`config.mk`:
```
export PLATFORM = sky130hd
export DESIGN_NAME = dma_pixel_gearbox
export DESIGN_NICKNAME = d
export VERILOG_FILES = /design/src/rtl/gearbox_pkg.sv /design/src/rtl/gb_unpack.sv /design/src/rtl/gb_pack.sv /design/src/rtl/gb_beat_counter.sv /design/src/rtl/dma_pixel_gearbox.sv
export SDC_FILE = /design/constraint.sdc
export NUM_CORES = 1
export LEC_CHECK = 0
export BUFFER_PORTS_ARGS = -buffer_cell sky130_fd_sc_hd__buf_2
export CORE_UTILIZATION = 45
export CTS_BUF_LIST = sky130_fd_sc_hd__clkbuf_4
export DETAILED_ROUTE_END_ITERATION = 16
export PLACE_DENSITY = 0.74
export SYNTH_ARGS = -nofsm -noshare
export SYNTH_HDL_FRONTEND = slang
export SYNTH_HIERARCHICAL = 1
export SYNTH_SLANG_ARGS = --single-unit
```
`constraint.sdc`:
```
create_clock -name clk -period 1.33 [get_ports clk]
set_input_delay 0.266 -clock clk [delete_from_list [all_inputs] [get_ports clk]]
set_output_delay 0.266 -clock clk [all_outputs]
set_load 0.01 [all_outputs]
```
`src/rtl/gearbox_pkg.sv`:
```
package gearbox_pkg;

  // number of narrow elements carried in one wide beat
  function automatic int lanes_of(input int bus_w, input int elem_w);
    return bus_w / elem_w;
  endfunction

  // counter width for a count range of n values, never below one bit
  function automatic int cnt_w(input int n);
    return (n > 1) ? $clog2(n) : 1;
  endfunction

endpackage

```
`src/rtl/gb_unpack.sv`:
```
module gb_unpack
  import gearbox_pkg::*;
#(
  parameter int BUS_W  = 64,
  parameter int ELEM_W = 32
) (
  input  logic              clk,
  input  logic              rst_n,
  input  logic [BUS_W-1:0]  in_data,
  input  logic              in_valid,
  output logic              in_ready,
  output logic [ELEM_W-1:0] out_data,
  output logic              out_valid,
  input  logic              out_ready
);
  localparam int LANES = lanes_of(BUS_W, ELEM_W);
  localparam int LW    = cnt_w(LANES);

  logic [BUS_W-1:0]  beat_q;
  logic              held_q;
  logic [LW-1:0]     lane_q;
  logic [ELEM_W-1:0] lane_arr [LANES];
  logic              last_lane, out_fire, in_fire;

  for (genvar g = 0; g < LANES; g++) begin : g_lane
    assign lane_arr[g] = beat_q[g*ELEM_W +: ELEM_W];
  end

  assign last_lane = (lane_q == LW'(LANES - 1));
  assign out_fire  = held_q & out_ready;
  // refill in the same cycle the final lane leaves
  assign in_ready  = ~held_q | (last_lane & out_ready);
  assign in_fire   = in_valid & in_ready;
  assign out_valid = held_q;
  assign out_data  = lane_arr[lane_q];

  always_ff @(posedge clk or negedge rst_n) begin
    if (!rst_n) begin
      beat_q <= '0;
      held_q <= 1'b0;
      lane_q <= '0;
    end else if (in_fire) begin
      beat_q <= in_data;
      held_q <= 1'b1;
      lane_q <= '0;
    end else if (out_fire) begin
      if (last_lane) begin
        held_q <= 1'b0;
        lane_q <= '0;
      end else begin
        lane_q <= lane_q + 1'b1;
      end
    end
  end
endmodule

```
`src/rtl/gb_pack.sv`:
```
module gb_pack
  import gearbox_pkg::*;
#(
  parameter int BUS_W  = 64,
  parameter int ELEM_W = 8
) (
  input  logic              clk,
  input  logic              rst_n,
  input  logic [ELEM_W-1:0] in_data,
  input  logic              in_valid,
  output logic              in_ready,
  output logic [BUS_W-1:0]  out_data,
  output logic              out_valid,
  input  logic              out_ready,
  output logic              beat_done
);
  localparam int LANES = lanes_of(BUS_W, ELEM_W);
  localparam int LW    = cnt_w(LANES);

  logic [ELEM_W-1:0] slot_q [LANES];
  logic [LW-1:0]     fill_q;
  logic              full_q;
  logic              in_fire, out_fire;

  assign in_ready  = ~full_q | out_ready;
  assign in_fire   = in_valid & in_ready;
  assign out_fire  = full_q & out_ready;
  assign out_valid = full_q;
  assign beat_done = out_fire;

  for (genvar g = 0; g < LANES; g++) begin : g_slot
    always_ff @(posedge clk or negedge rst_n) begin
      if (!rst_n)
        slot_q[g] <= '0;
      else if (in_fire && fill_q == LW'(g))
        slot_q[g] <= in_data;
    end
    assign out_data[g*ELEM_W +: ELEM_W] = slot_q[g];
  end

  always_ff @(posedge clk or negedge rst_n) begin
    if (!rst_n) begin
      fill_q <= '0;
      full_q <= 1'b0;
    end else begin
      if (out_fire)
        full_q <= 1'b0;
      if (in_fire) begin
        if (fill_q == LW'(LANES - 1)) begin
          fill_q <= '0;
          full_q <= 1'b1;
        end else begin
          fill_q <= fill_q + 1'b1;
        end
      end
    end
  end
endmodule

```
`src/rtl/gb_beat_counter.sv`:
```
module gb_beat_counter
  import gearbox_pkg::*;
#(
  parameter int LIMIT = 38400
) (
  input  logic clk,
  input  logic rst_n,
  input  logic step,
  output logic at_last
);
  localparam int CW = cnt_w(LIMIT);

  logic [CW-1:0] cnt_q;

  assign at_last = (cnt_q == CW'(LIMIT - 1));

  always_ff @(posedge clk or negedge rst_n) begin
    if (!rst_n)
      cnt_q <= '0;
    else if (step)
      cnt_q <= at_last ? '0 : cnt_q + 1'b1;
  end
endmodule

```
`src/rtl/dma_pixel_gearbox.sv`:
```
module dma_pixel_gearbox
  import gearbox_pkg::*;
#(
  parameter int BUS_W   = 64,
  parameter int PIX_W   = 32,
  parameter int DISP_W  = 8,
  parameter int FRAME_W = 640,
  parameter int FRAME_H = 480
) (
  input  logic              clk,
  input  logic              rst_n,
  input  logic [BUS_W-1:0]  in_tdata,
  input  logic              in_tvalid,
  output logic              in_tready,
  output logic [PIX_W-1:0]  pix_data,
  output logic              pix_valid,
  input  logic              pix_ready,
  input  logic [DISP_W-1:0] disp_data,
  input  logic              disp_valid,
  output logic              disp_ready,
  output logic [BUS_W-1:0]  out_tdata,
  output logic              out_tvalid,
  input  logic              out_tready,
  output logic              out_tlast
);
  localparam int OUT_LANES = lanes_of(BUS_W, DISP_W);
  localparam int FRAME_PIX = FRAME_W * FRAME_H;
  localparam int OUT_BEATS = FRAME_PIX / OUT_LANES;

  logic beat_done, last_beat;

  gb_unpack #(.BUS_W(BUS_W), .ELEM_W(PIX_W)) u_unpack (
    .clk       (clk),
    .rst_n     (rst_n),
    .in_data   (in_tdata),
    .in_valid  (in_tvalid),
    .in_ready  (in_tready),
    .out_data  (pix_data),
    .out_valid (pix_valid),
    .out_ready (pix_ready)
  );

  gb_pack #(.BUS_W(BUS_W), .ELEM_W(DISP_W)) u_pack (
    .clk       (clk),
    .rst_n     (rst_n),
    .in_data   (disp_data),
    .in_valid  (disp_valid),
    .in_ready  (disp_ready),
    .out_data  (out_tdata),
    .out_valid (out_tvalid),
    .out_ready (out_tready),
    .beat_done (beat_done)
  );

  gb_beat_counter #(.LIMIT(OUT_BEATS)) u_frame (
    .clk     (clk),
    .rst_n   (rst_n),
    .step    (beat_done),
    .at_last (last_beat)
  );

  assign out_tlast = out_tvalid & last_beat;
endmodule

```
==> out/qor.txt, run 1 <==
status - finished, violations left
failing checks - negative setup slack
worst r2r src - u_unpack/lane_q
DRT Pass-1 Iters - 5
worst path bufs/invs - 1
endpoints failing setup - 243
Initial Util - 46.9%
clk_lat worst skew - 0.58 ns
Fillers - 824
minimum clock period - 2.27 ns
Seq cells post-synth - 150
Final Cycle Share - 171%
worst hold start - disp_data[4]
DRC - 0
area grow syn2layout - 69.6%
num ports - 179
ANT cells - 0
Worst slew margin - 69.6%
Slew @ Worst Pin - 0.457 ns
Critical path origin - u_frame/cnt_q[11]
Achievable Freq - 0.441 GHz
antenna violations before repair - 0
placed inst area - 8870 µm²
Hold Crit Class - primary input to flop
design area - 12300 µm²
placed insts - 1020
fraction of registers with async set/reset - 100%
largest net degree at the start of global routing - 43
number of enable flip-flop cells after synthesis - 0
WL final - 26300 µm
Pwr Total - 22.1 mW
Finished Core Util - 79.5%
CTS Root Buffer Type - clkbuf_4
CTS tree - done
post-synthesis sequential area ratio - 51.9%
H-tree levels - 4
WL per Instance - 21.6 µm
critical path's top delay family - simple AND/OR/NAND/NOR gates
DIE AREA - 16600 µm²
share of cells above drive strength 1 - 60.8%
chip height - 129 µm
RePlAce Congestion - 0.796
Post-Syn Area - 7230 µm²
DRT antenna net count - 0
FP Rows - 45
Die W - 129 µm
clk buf depth - 2
buffers added on ports - 178
Slowest cell on crit path - dfrtp_1
Worst setup EP type - primary output
Setup Skew - 0.0265 ns
RSZ-0062 raised after global routing - true
CTS Buf Count - 17
worst setup path class - flop to primary output
first-pass GRT wire length - 36100 µm
Syn Inst Count - 604
top_reg_cell synth - dfrtp_1
Syn. warnings - 6
gr usage total - 29.2%
PnR worst setup slack - -0.940 ns
VDD IR max - 0.979 mV
Reg clk slew, reported paths - 0.16 ns
maxcap violations - 0
Non-Filler Instances - 1217
critical path fanouts, max - 2
crit path DAT - 2.00 ns
post-DR vias/cell - 5.47
Req. time, crit path - 1.06 ns
Final HPWL DP - 11300 µm
Yosys cell types - 39
Post-Syn Area per Cell - 12.0 µm²
grt ovf - 0
post-synth net total - 689
vias in the first global route - 6882
power density over the cells - 1800 nW/µm²
Final Hold Viols - 0
Worst path max stage delay - 0.43 ns
DP Worst Slack - -0.214 ns
core footprint - 15400 µm²
Leak - 5.81 nW
CP startpoint kind - flop
vias after detailed routing - 6655
DR iter-0 viols - 363
Num Clock Sinks - 150
fin. max-slew vios - 0
Final nets - 1078
crit-path cells - nor4bb_4, nand4_1, nor2_1, and2_1, buf_2
-- timing repair --
action                                  CTS  global route
hold endpoints to repair                245             0
resized for setup                       174            99
endpoints found under the setup margin  232           248
pin swaps                                62            33
setup buffers                            54            26
hold buffers                             72             0
cloned                                   22             5
-- area by class of cell --
type	instances	area, µm²	area share, %
clock buffer	17	128	1.04
clock inverter	15	176	1.44
inverter	70	268	2.18
multi-input combinational	345	3800	31.0
sequential	150	3760	30.6
tap	211	264	2.15
timing repair buffer	409	3860	31.5
-- path summary, 6_finish.rpt --
check	depth (start not counted)	slack (ns)	endpoint
min in group asynchronous	2	0.18	u_frame/cnt_q[13]
setup / recovery	5	-0.94	out_tlast
max in group asynchronous	3	0.58	u_pack/fill_q[1]
hold reg to reg	1	0.52	u_pack/out_data[15]
hold / removal	2	0.05	u_pack/out_data[28]
setup reg to reg	10	-0.44	u_unpack/beat_q[25]
-- report_power, final --
part	leakage, nW	switching [mW]	internal [mW]	total, mW
clock network	0.157	2.08	0.896	2.97
logic	3.80	5.08	6.54	11.6
registers	1.85	1.21	6.26	7.47
total	5.81	8.36	13.7	22.1
-- cells in the final DEF (no fill, tap or decap), drive strengths merged --
cell type and instances:
a21boi 1, a21oi 1, and2 2, and3 3, and4 3, and4bb 1, buf 333, clkbuf 21
clkinv 4, clkinvlp 2, dfrtp 150, dlygate4sd3 72, ha 7, inv 79, mux2 66, mux2i 4
nand2 104, nand2b 2, nand3 8, nand4 11, nor2 12, nor2b 1, nor3 2, nor4 1
nor4b 1, nor4bb 1, o21ai 34, o22ai 1, o32ai 64, or2 1, or3 1, xnor2 8
xor2 5
-- worst register-to-register path: stages, from the launching register on --
cell and delay (ns):
dfrtp_2 0.49, buf_12 0.17, a21boi_4 0.18, buf_6 0.12, buf_6 0.08, buf_6 0.08, buf_8 0.11, buf_12 0.14
buf_12 0.11, buf_16 0.12, o32ai_2 0.07
-- sequential cells by signal, indices dropped and copies added, names as in the netlist --
| register | count |
|---|---|
| u_unpack/beat_q | 64 |
| u_unpack/lane_q | 1 |
| u_unpack/out_valid | 1 |
| u_pack/out_data | 64 |
| u_pack/fill_q | 3 |
| u_frame/cnt_q | 16 |
| u_pack/out_valid | 1 |
-- cell families after synthesis --
group / synth area share, %
buffers and inverters: 7.62
AOI/OAI and AO/OA: 16.7
adders and majority gates: 1.21
muxes: 10.8
DFF: 51.9
and+or+nand+nor: 10.1
xor gates and xnor gates: 1.57
-- metal layers --
layer	vias to the layer above	wire length, µm	GRT usage (%)
met3	97	1630	7.07
met5	-	0	0
met4	0	1130	13.3
li1	2890	-	-
met2	342	13800	51.3
met1	3326	9680	33.6
-- synthesized netlist by cell type, types with 2 or more instances --
library cell  count  area, µm²
dfrtp_1         150       3750
nand2_1         104        390
inv_1            68        255
mux2_2           66        743
o32ai_2          60        976
o21ai_1          27        135
buf_2            14       70.1
buf_6            14        158
nor2_1           12       45.0
clkbuf_1          8       30.0
xnor2_1           8       70.1
ha_1              7       87.6
o21ai_0           7       35.0
nand4_2           6       75.1
nand3_1           5       25.0
nand4_1           5       31.3
xor2_1            5       43.8
buf_4             4       30.0
mux2i_1           4       40.0
o32ai_1           4       35.0
and2_1            2       12.5
and3_1            2       12.5
and4_1            2       17.5
inv_2             2       7.51
nand2b_1          2       12.5
nand3_2           2       20.0
nor3_1            2       10.0
-- per-stage QoR --
step | TNS, ns | hold slack (ns)
finish | -61.26 | 0.0452
global route | -76.55 | 0.00998
CTS | -54.77 | 0.00266
detailed placement | -8.55 | 0.224
global placement | -6.47 | 0.221
floorplan | -1.75 | -0.0296
Note: power is estimated with default switching activity, not from simulation.
==> inputs of run 2 (changes only) <==
--- a/config.mk
+++ b/config.mk
@@ -6,10 +6,11 @@
 export NUM_CORES = 1
 export LEC_CHECK = 0
 export BUFFER_PORTS_ARGS = -buffer_cell sky130_fd_sc_hd__buf_2
-export CORE_UTILIZATION = 45
+export CORE_UTILIZATION = 50
 export CTS_BUF_LIST = sky130_fd_sc_hd__clkbuf_4
 export DETAILED_ROUTE_END_ITERATION = 16
-export PLACE_DENSITY = 0.74
+export GPL_TIMING_DRIVEN = 0
+export PLACE_DENSITY = 0.81
 export SYNTH_ARGS = -nofsm -noshare
 export SYNTH_HDL_FRONTEND = slang
 export SYNTH_HIERARCHICAL = 1
==> run 2 against run 1 <==
  * The flow still finishes with violations (negative setup slack)
  * Final cell count is 5.5% lower
  * Clock power up 5%
  * Count of clock-buffer cells in the layout stayed put
  * Hold slack improved by 0.0043 ns
  * Critical path depth unchanged
  * Largest power group unchanged
  * Worst setup slack improved by 0.070 ns
  * Largest cell class is now multi-input gates
  * Sequential share of layout area rose by 1.4 points
  * Non-clock buffer count shrank 36
  * Sequential power up 1%
  * Utilization grew 4.4 points
  * Sequential cell count unchanged
  * Combinational power shrank 4%
==> out/qor.txt, run 2 (synthesized netlist as in run 1, its figures left out) <==
commonest non-fill, non-tap cells in the layout - 146 x buf_2, 144 x dfrtp_1, 72 x dlygate4sd3_1, 72 x nand2_1, 66 x inv_1
Critical path origin - u_frame/cnt_q[11]
most common cell after layout, fill and taps aside - buf_2
worst path bufs/invs - 1
DRT Pass-1 Iters - 7
FP Rows - 43
worst hold start - disp_data[4]
Psw - 8.46 mW
gr usage total - 32.9%
Setup Skew - 0.0196 ns
area grow syn2layout - 62.4%
DP Worst Slack - -0.296 ns
antenna violations before repair - 0
Final Hold Viols - 0
DRC - 0
VDD IR max - 1.23 mV
Worst slew margin - 51.8%
Num Clock Sinks - 150
Cell Int Power - 13.3 mW
DR top layer - met4
grt ovf - 0
Slew @ Worst Pin - 0.723 ns
chip height - 122 µm
DRT antenna net count - 0
H-tree levels - 4
clk_lat worst skew - 0.57 ns
WL per Instance - 24.4 µm
DR iter-0 viols - 645
fin. max-slew vios - 0
first-pass GRT wire length - 36400 µm
WL final - 28100 µm
Initial Util - 51.7%
Achievable Freq - 0.455 GHz
Final Cycle Share - 165%
status - finished, violations left
clk buf depth - 2
critical path fanouts, max - 2
largest net degree at the start of global routing - 80
M1 wire length - 9760 µm
Final nets - 1042
reg2reg path depth - 11
num ports - 179
Sw Share - 38.8%
Slowest cell on crit path - dfrtp_1
CP startpoint kind - flop
CTS Buf Count - 17
Reg2Reg Capture Point - u_unpack/beat_q[14]
worst setup path class - flop to primary output
share of cells above drive strength 1 - 57.6%
DIE AREA - 14900 µm²
Hold Crit Class - primary input to flop
Die W - 122 µm
PnR worst setup slack - -0.870 ns
CTS tree - done
critical path's top delay family - simple AND/OR/NAND/NOR gates
maxcap violations - 0
ANT cells - 0
buffers added on ports - 177
clock network fraction of total power - 14.3%
vias after detailed routing - 6825
Comb pwr share - 50.9%
Reg clk slew, reported paths - 0.16 ns
Pwr Total - 21.8 mW
RSZ-0062 raised after global routing - true
post-DR vias/cell - 5.93
Worst setup EP type - primary output
r2r setup slk - -0.59 ns
Leak - 5.52 nW
met2 WL post-DR - 14600 µm
Worst path max stage delay - 0.42 ns
core footprint - 14000 µm²
worst r2r src - u_unpack/lane_q
RePlAce Congestion - 0.791
sequential power share - 34.8%
power density over the cells - 1860 nW/µm²
Req. time, crit path - 1.06 ns
Final HPWL DP - 11500 µm
hold path cells - 2
CTS Root Buffer Type - clkbuf_4
hold slack - 0.0495 ns
endpoints failing setup - 245
minimum clock period - 2.20 ns
failing checks - negative setup slack
Hold Path End - u_pack/out_data[4]
crit path DAT - 1.93 ns
met3 WL - 1960 µm
crit-path cells - nor4bb_2, nand4_1, nor2_1, and2_1, buf_2
vias in the first global route - 6812
==> run 2: final cells by class <==
type | count | area [µm²]
clock inverters | 15 | 174
flip-flops and latches | 150 | 3760
well taps | 180 | 225
inverters | 70 | 265
clock buffers | 17 | 128
multi-input cells | 345 | 3780
fillers | 609 | 2250
repair buffers | 337 | 2930
plain buffers | 36 | 469
==> run 2: worst max path at each step <==
stage                         to  slack [ns]  cells after the start
4_1_cts                out_tlast       -0.82                      5
2_1_floorplan  u_frame/cnt_q[15]       -0.20                      7
6_report               out_tlast       -0.87                      5
3_3_place_gp    u_frame/cnt_q[0]       -2.22                      1
3_5_place_dp           out_tlast       -0.30                      5
5_1_grt                out_tlast       -0.98                      5
==> run 2: power by group through the flow <==
stage	combinational [mW]	sequential, mW	clock [mW]
after CTS	9.12	7.20	3.05
after global placement	6.63	7.15	0
after global routing	11.5	7.68	3.35
final	11.1	7.57	3.11
after detailed placement	6.84	7.24	0
after floorplan	4.00	7.59	0
==> run 2: worst reg2reg max path, stage by stage (launching register included) <==
cell	delay (ns)
dfrtp_2	0.49
buf_12	0.17
a21boi_4	0.06
buf_6	0.13
buf_6	0.11
buf_6	0.10
buf_6	0.10
buf_6	0.11
buf_12	0.15
buf_6	0.14
buf_12	0.13
o32ai_2	0.13
==> run 2: timing repair <==
item	CTS	global route
gates resized for setup	170	147
endpoints found under the hold margin	153	9
pin swaps	35	41
buffers inserted	48	34
gates cloned	19	2
setup endpoints to repair	237	245
hold buffers	70	2
==> run 2: routing by layer <==
metal / track usage, % / vias up
li1: - / 2824
met1: 36.8 / 3409
met2: 57.9 / 454
met3: 7.30 / 138
met4: 18.2 / 0
met5: 0 / -
==> run 2: through the flow <==
stage	instance area, µm²	TNS (ns)	std cells	util [%]
3_5_place_dp	8490	-18.12	962	60.7
4_1_cts	11000	-54.07	1130	78.5
3_3_place_gp	8460	-345.91	961	60.4
2_1_floorplan	7340	-1.75	604	-
5_1_grt	11700	-75.20	1150	83.9
6_report	11700	-64.85	1150	83.9
==> inputs of run 3 (changes only) <==
--- a/config.mk
+++ b/config.mk
@@ -5,12 +5,14 @@
 export SDC_FILE = /design/constraint.sdc
 export NUM_CORES = 1
 export LEC_CHECK = 0
+export ABC_AREA = 1
 export BUFFER_PORTS_ARGS = -buffer_cell sky130_fd_sc_hd__buf_2
 export CORE_UTILIZATION = 50
 export CTS_BUF_LIST = sky130_fd_sc_hd__clkbuf_4
 export DETAILED_ROUTE_END_ITERATION = 16
 export GPL_TIMING_DRIVEN = 0
 export PLACE_DENSITY = 0.81
+export SETUP_SLACK_MARGIN = 0.1
 export SYNTH_ARGS = -nofsm -noshare
 export SYNTH_HDL_FRONTEND = slang
 export SYNTH_HIERARCHICAL = 1
==> run 3 against run 2 <==
  * The run now fails in global routing (5_1_grt)
  * Synthesized cell count is 41% higher
  * Area after synthesis down 1.8%
==> out/qor.txt, run 3 <==
mux share of post-synthesis cell area - 0%
Compound-Gate Fraction of Synth Area - 0.493%
largest area contributor in the netlist - dfrtp_1
Syn. warnings - 6
post-synth net total - 934
clk buf depth - 2
Synth top area share - 52.9%
top_reg_cell synth - dfrtp_1
grt ovf - 78
gr usage total - 78.3%
Worst EP Category - primary output
Post-Synth Adder-Cell Area - 1.23%
Failed at - global routing (5_1_grt)
Final HPWL DP - 13200 µm
CTS Buf Count - 17
largest net degree at the start of global routing - 80
Yosys cell types - 26
worst setup endpoint GRT - out_tlast
Post-Syn Area - 7100 µm²
fraction of registers with async set/reset - 100%
Num Clock Sinks - 150
top post-synthesis cells by area - dfrtp_1 53%, nand2_1 21%, nand4_1 5.7%
number of enable flip-flop cells after synthesis - 0
most frequent cell after synthesis - nand2_1
largest family of logic cells by synthesized area - simple AND/OR/NAND/NOR gates
Post-Syn Area per Cell - 8.36 µm²
chip height - 121 µm
num ports - 179
Synth top cells by count - 404 x nand2_1, 150 x dfrtp_1, 77 x nand3_1
Log Error - [ERROR GRT-0232] Routing congestion too high. Check the congestion heatmap in the GUI.
Initial Util - 51.1%
RePlAce Congestion - 0.863
placed inst area - 8230 µm²
Seq cells post-synth - 150
Synth Area in XOR/XNOR - 0.864%
Syn Inst Count - 849
simple-gate share of the synthesized area - 37.4%
buffers added on ports - 169
status - stopped before the end
CTS Root Buffer Type - clkbuf_4
Die W - 121 µm
FP Rows - 43
H-tree levels - 4
post-synthesis sequential area ratio - 52.9%
run 3: kinds of logic after synthesis:
logic type      count (synthesis)
buf+inv                        84
simple gates                  594
compound gates                  7
fa+ha+maj                       7
xor+xnor                        7
flops                         150
run 3: per-layer routing:
| layer | GRT overflow | GRT usage (%) |
|---|---|---|
| met5 | 1 | 32.0 |
| met3 | 0 | 63.5 |
| met1 | 0 | 78.4 |
| met2 | 41 | 92.5 |
| met4 | 36 | 81.0 |
run 3: through the flow:
step / util, % / setup WS [ns] / instances / setup TNS [ns]
after floorplan: - / -0.00378 / 849 / -0.00378
after global placement: 59.0 / -2.20 / 1198 / -332.92
after detailed placement: 59.3 / -0.227 / 1199 / -6.03
after CTS: 79.5 / -0.751 / 1385 / -54.42
run 3: timing repair:
item                                   4_1_cts
setup buffers                               68
hold buffers                                66
gates cloned                                20
pin swaps                                   71
resized for setup                          242
setup endpoints to repair                  225
endpoints found under the hold margin      136
==> inputs of run 4 (changes only) <==
--- a/config.mk
+++ b/config.mk
@@ -7,12 +7,10 @@
 export LEC_CHECK = 0
 export ABC_AREA = 1
 export BUFFER_PORTS_ARGS = -buffer_cell sky130_fd_sc_hd__buf_2
-export CORE_UTILIZATION = 50
-export CTS_BUF_LIST = sky130_fd_sc_hd__clkbuf_4
+export CORE_UTILIZATION = 40
 export DETAILED_ROUTE_END_ITERATION = 16
 export GPL_TIMING_DRIVEN = 0
-export PLACE_DENSITY = 0.81
-export SETUP_SLACK_MARGIN = 0.1
+export PLACE_DENSITY_LB_ADDON = 0.15
 export SYNTH_ARGS = -nofsm -noshare
 export SYNTH_HDL_FRONTEND = slang
 export SYNTH_HIERARCHICAL = 1
==> constraint.sdc (replaced) <==
create_clock -name clk -period 1.73 [get_ports clk]
set_input_delay 0.346 -clock clk [delete_from_list [all_inputs] [get_ports clk]]
set_output_delay 0.346 -clock clk [all_outputs]
set_load 0.01 [all_outputs]
==> run 4 against run 3 <==
  * The flow now finishes, with violations (negative hold slack, negative setup slack)
  * Synthesized cell count unchanged
  * Area after synthesis unchanged
==> out/qor.txt, run 4 <==
r2r setup slk - 0.20 ns
Final HPWL DP - 13500 µm
setup TNS - -2.67 ns
minimum clock period - 1.89 ns
H-tree levels - 4
CTS Buf Count - 17
Initial Util - 41.0%
number of enable flip-flop cells after synthesis - 0
DR iter-0 viols - 428
placed inst area - 8260 µm²
vias in the first global route - 6152
Post-Synth Adder-Cell Area - 1.23%
Post-Syn Area per Cell - 8.36 µm²
Req. time, crit path - 1.38 ns
sequential power share - 34.1%
DIE AREA - 18300 µm²
most common cell after layout, fill and taps aside - nand2_1
design area - 9730 µm²
CTS Root Buffer Type - clkbuf_16
Final nets - 1152
FP Rows - 48
Compound-Gate Fraction of Synth Area - 0.493%
critical path fanouts, max - 2
buffers added on ports - 169
CTS tree - done
status - finished, violations left
VDD IR max - 0.779 mV
most frequent cell after synthesis - nand2_1
antenna violations before repair - 1
Synth top cells by count - 404 x nand2_1, 150 x dfrtp_1, 77 x nand3_1
Slew @ Worst Pin - 0.812 ns
maxcap violations - 0
area taken by multi-input logic gates - 3150 µm²
Syn. warnings - 6
clk_lat worst skew - 0.42 ns
WL final - 20600 µm
Pwr Total - 17.6 mW
worst setup path class - flop to primary output
WL per Instance - 15.8 µm
Num Clock Sinks - 150
PnR worst setup slack - -0.162 ns
Leak - 5.41 nW
Setup Skew - 0.0115 ns
Hold-fix buffers, CTS - 0
RSZ-0062 raised after global routing - true
largest area contributor in the netlist - dfrtp_1
Post-Syn Area - 7100 µm²
Yosys cell types - 26
top post-synthesis cells by area - dfrtp_1 53%, nand2_1 21%, nand4_1 5.7%
grt ovf - 0
Die W - 135 µm
gr usage total - 23.3%
failing checks - negative hold slack, negative setup slack
share of cells above drive strength 1 - 35.1%
clk buf depth - 2
simple-gate share of the synthesized area - 37.4%
post-synthesis sequential area ratio - 52.9%
endpoints failing setup - 32
Synth top area share - 52.9%
area grow syn2layout - 37.0%
fin. max-slew vios - 0
Achievable Freq - 0.528 GHz
first-pass GRT wire length - 32600 µm
power density over the cells - 1810 nW/µm²
Fillers - 1625
Hold Crit Class - primary input to async pin
Comb pwr share - 43.1%
Syn Inst Count - 849
core footprint - 17300 µm²
Worst setup EP type - primary output
hold slack - -0.0441 ns
Final Hold Viols - 15
num ports - 179
fraction of registers with async set/reset - 100%
Final Cycle Share - 109%
largest net degree at the start of global routing - 86
chip height - 135 µm
CP startpoint kind - flop
Seq cells post-synth - 150
Worst slew margin - 45.9%
vias after detailed routing - 6463
Cell Int Power - 10.9 mW
Sw Share - 37.9%
largest family of logic cells by synthesized area - simple AND/OR/NAND/NOR gates
commonest non-fill, non-tap cells in the layout - 334 x nand2_1, 163 x buf_2, 148 x dfrtp_1
post-synth net total - 934
DRT antenna net count - 0
FF+latch area - 3760 µm²
mux share of post-synthesis cell area - 0%
post-DR vias/cell - 4.95
Synth Area in XOR/XNOR - 0.864%
Reg clk slew, reported paths - 0.06 ns
clock network fraction of total power - 22.8%
Psw - 6.69 mW
DRT Pass-1 Iters - 6
top_reg_cell synth - dfrtp_1
DRC - 0
RePlAce Congestion - 0.812
crit path DAT - 1.55 ns
-- run 4: logic make-up (layout without fill, tap and decap cells) --
group / count (synthesis) / count (layout)
simple gates: 594 / 594
other cells: 0 / 1
xor+xnor: 7 / 7
buf+inv: 84 / 314
compound gates: 7 / 7
flops: 150 / 150
fa+ha+maj: 7 / 7
-- run 4: power by group through the flow --
stage	sequential [mW]	clock, mW	combinational, mW
after floorplan	6.07	0	3.31
after global placement	5.82	0	5.84
after detailed placement	5.84	0	5.92
after CTS	5.88	4.09	7.04
after global routing	6.18	4.22	8.39
final	6.01	4.02	7.61
-- run 4: final cells by class --
| type | count | area share (%) |
|---|---|---|
| buffer | 53 | 4.98 |
| tap | 225 | 2.89 |
| antenna | 1 | 0.0257 |
| clock inverter | 13 | 2.12 |
| multi-input combinational | 615 | 32.4 |
| clock buffer | 18 | 4.41 |
| inverter | 29 | 1.25 |
| timing repair buffer | 201 | 13.3 |
| sequential | 150 | 38.6 |
-- run 4: worst max-delay path: stages (launching register included) --
cell	delay, ns
dfrtp_1	0.36
ha_2	0.19
nand2_2	0.08
nor3_4	0.16
nand2_2	0.10
inv_2	0.05
nand2_1	0.04
inv_1	0.04
buf_2	0.11
-- run 4: stage by stage --
stage               instances  worst slack [ns]  utilization [%]
floorplan                 849             0.215                -
global placement         1243             -2.02             47.6
detailed placement       1244           -0.0245             47.8
CTS                      1298            -0.181             54.7
global route             1305            -0.256             56.2
finish                   1305            -0.162             56.2
-- run 4: repair_timing --
item                       in CTS  in global routing
gates resized for setup        89                 63
gates cloned                    5                  0
pin swaps                      28                 15
setup endpoints to repair      34                 42
buffers inserted               19                  9
hold endpoints to repair        0                  0
-- run 4: worst paths after layout --
path	from	cells after the start	end
worst max-delay path	u_frame/cnt_q[1]	8	out_tlast
worst min-delay path	rst_n	1	u_unpack/beat_q[30]
worst max register to register	u_pack/fill_q[0]	5	u_pack/out_data[31]
worst min register to register	u_pack/out_data[33]	2	u_pack/out_data[33]
max in group asynchronous	rst_n	2	u_pack/fill_q[2]
min in group clk	in_tdata[36]	3	u_unpack/beat_q[36]
-- run 4: layer usage --
metal | global-route usage (%) | up-vias | wire length (µm)
met1 | 33.3 | 3116 | 9630
met2 | 34.8 | 153 | 9670
li1 | - | 3178 | -
met4 | 7.74 | 0 | 299
met5 | 0 | - | 0
met3 | 5.20 | 16 | 982
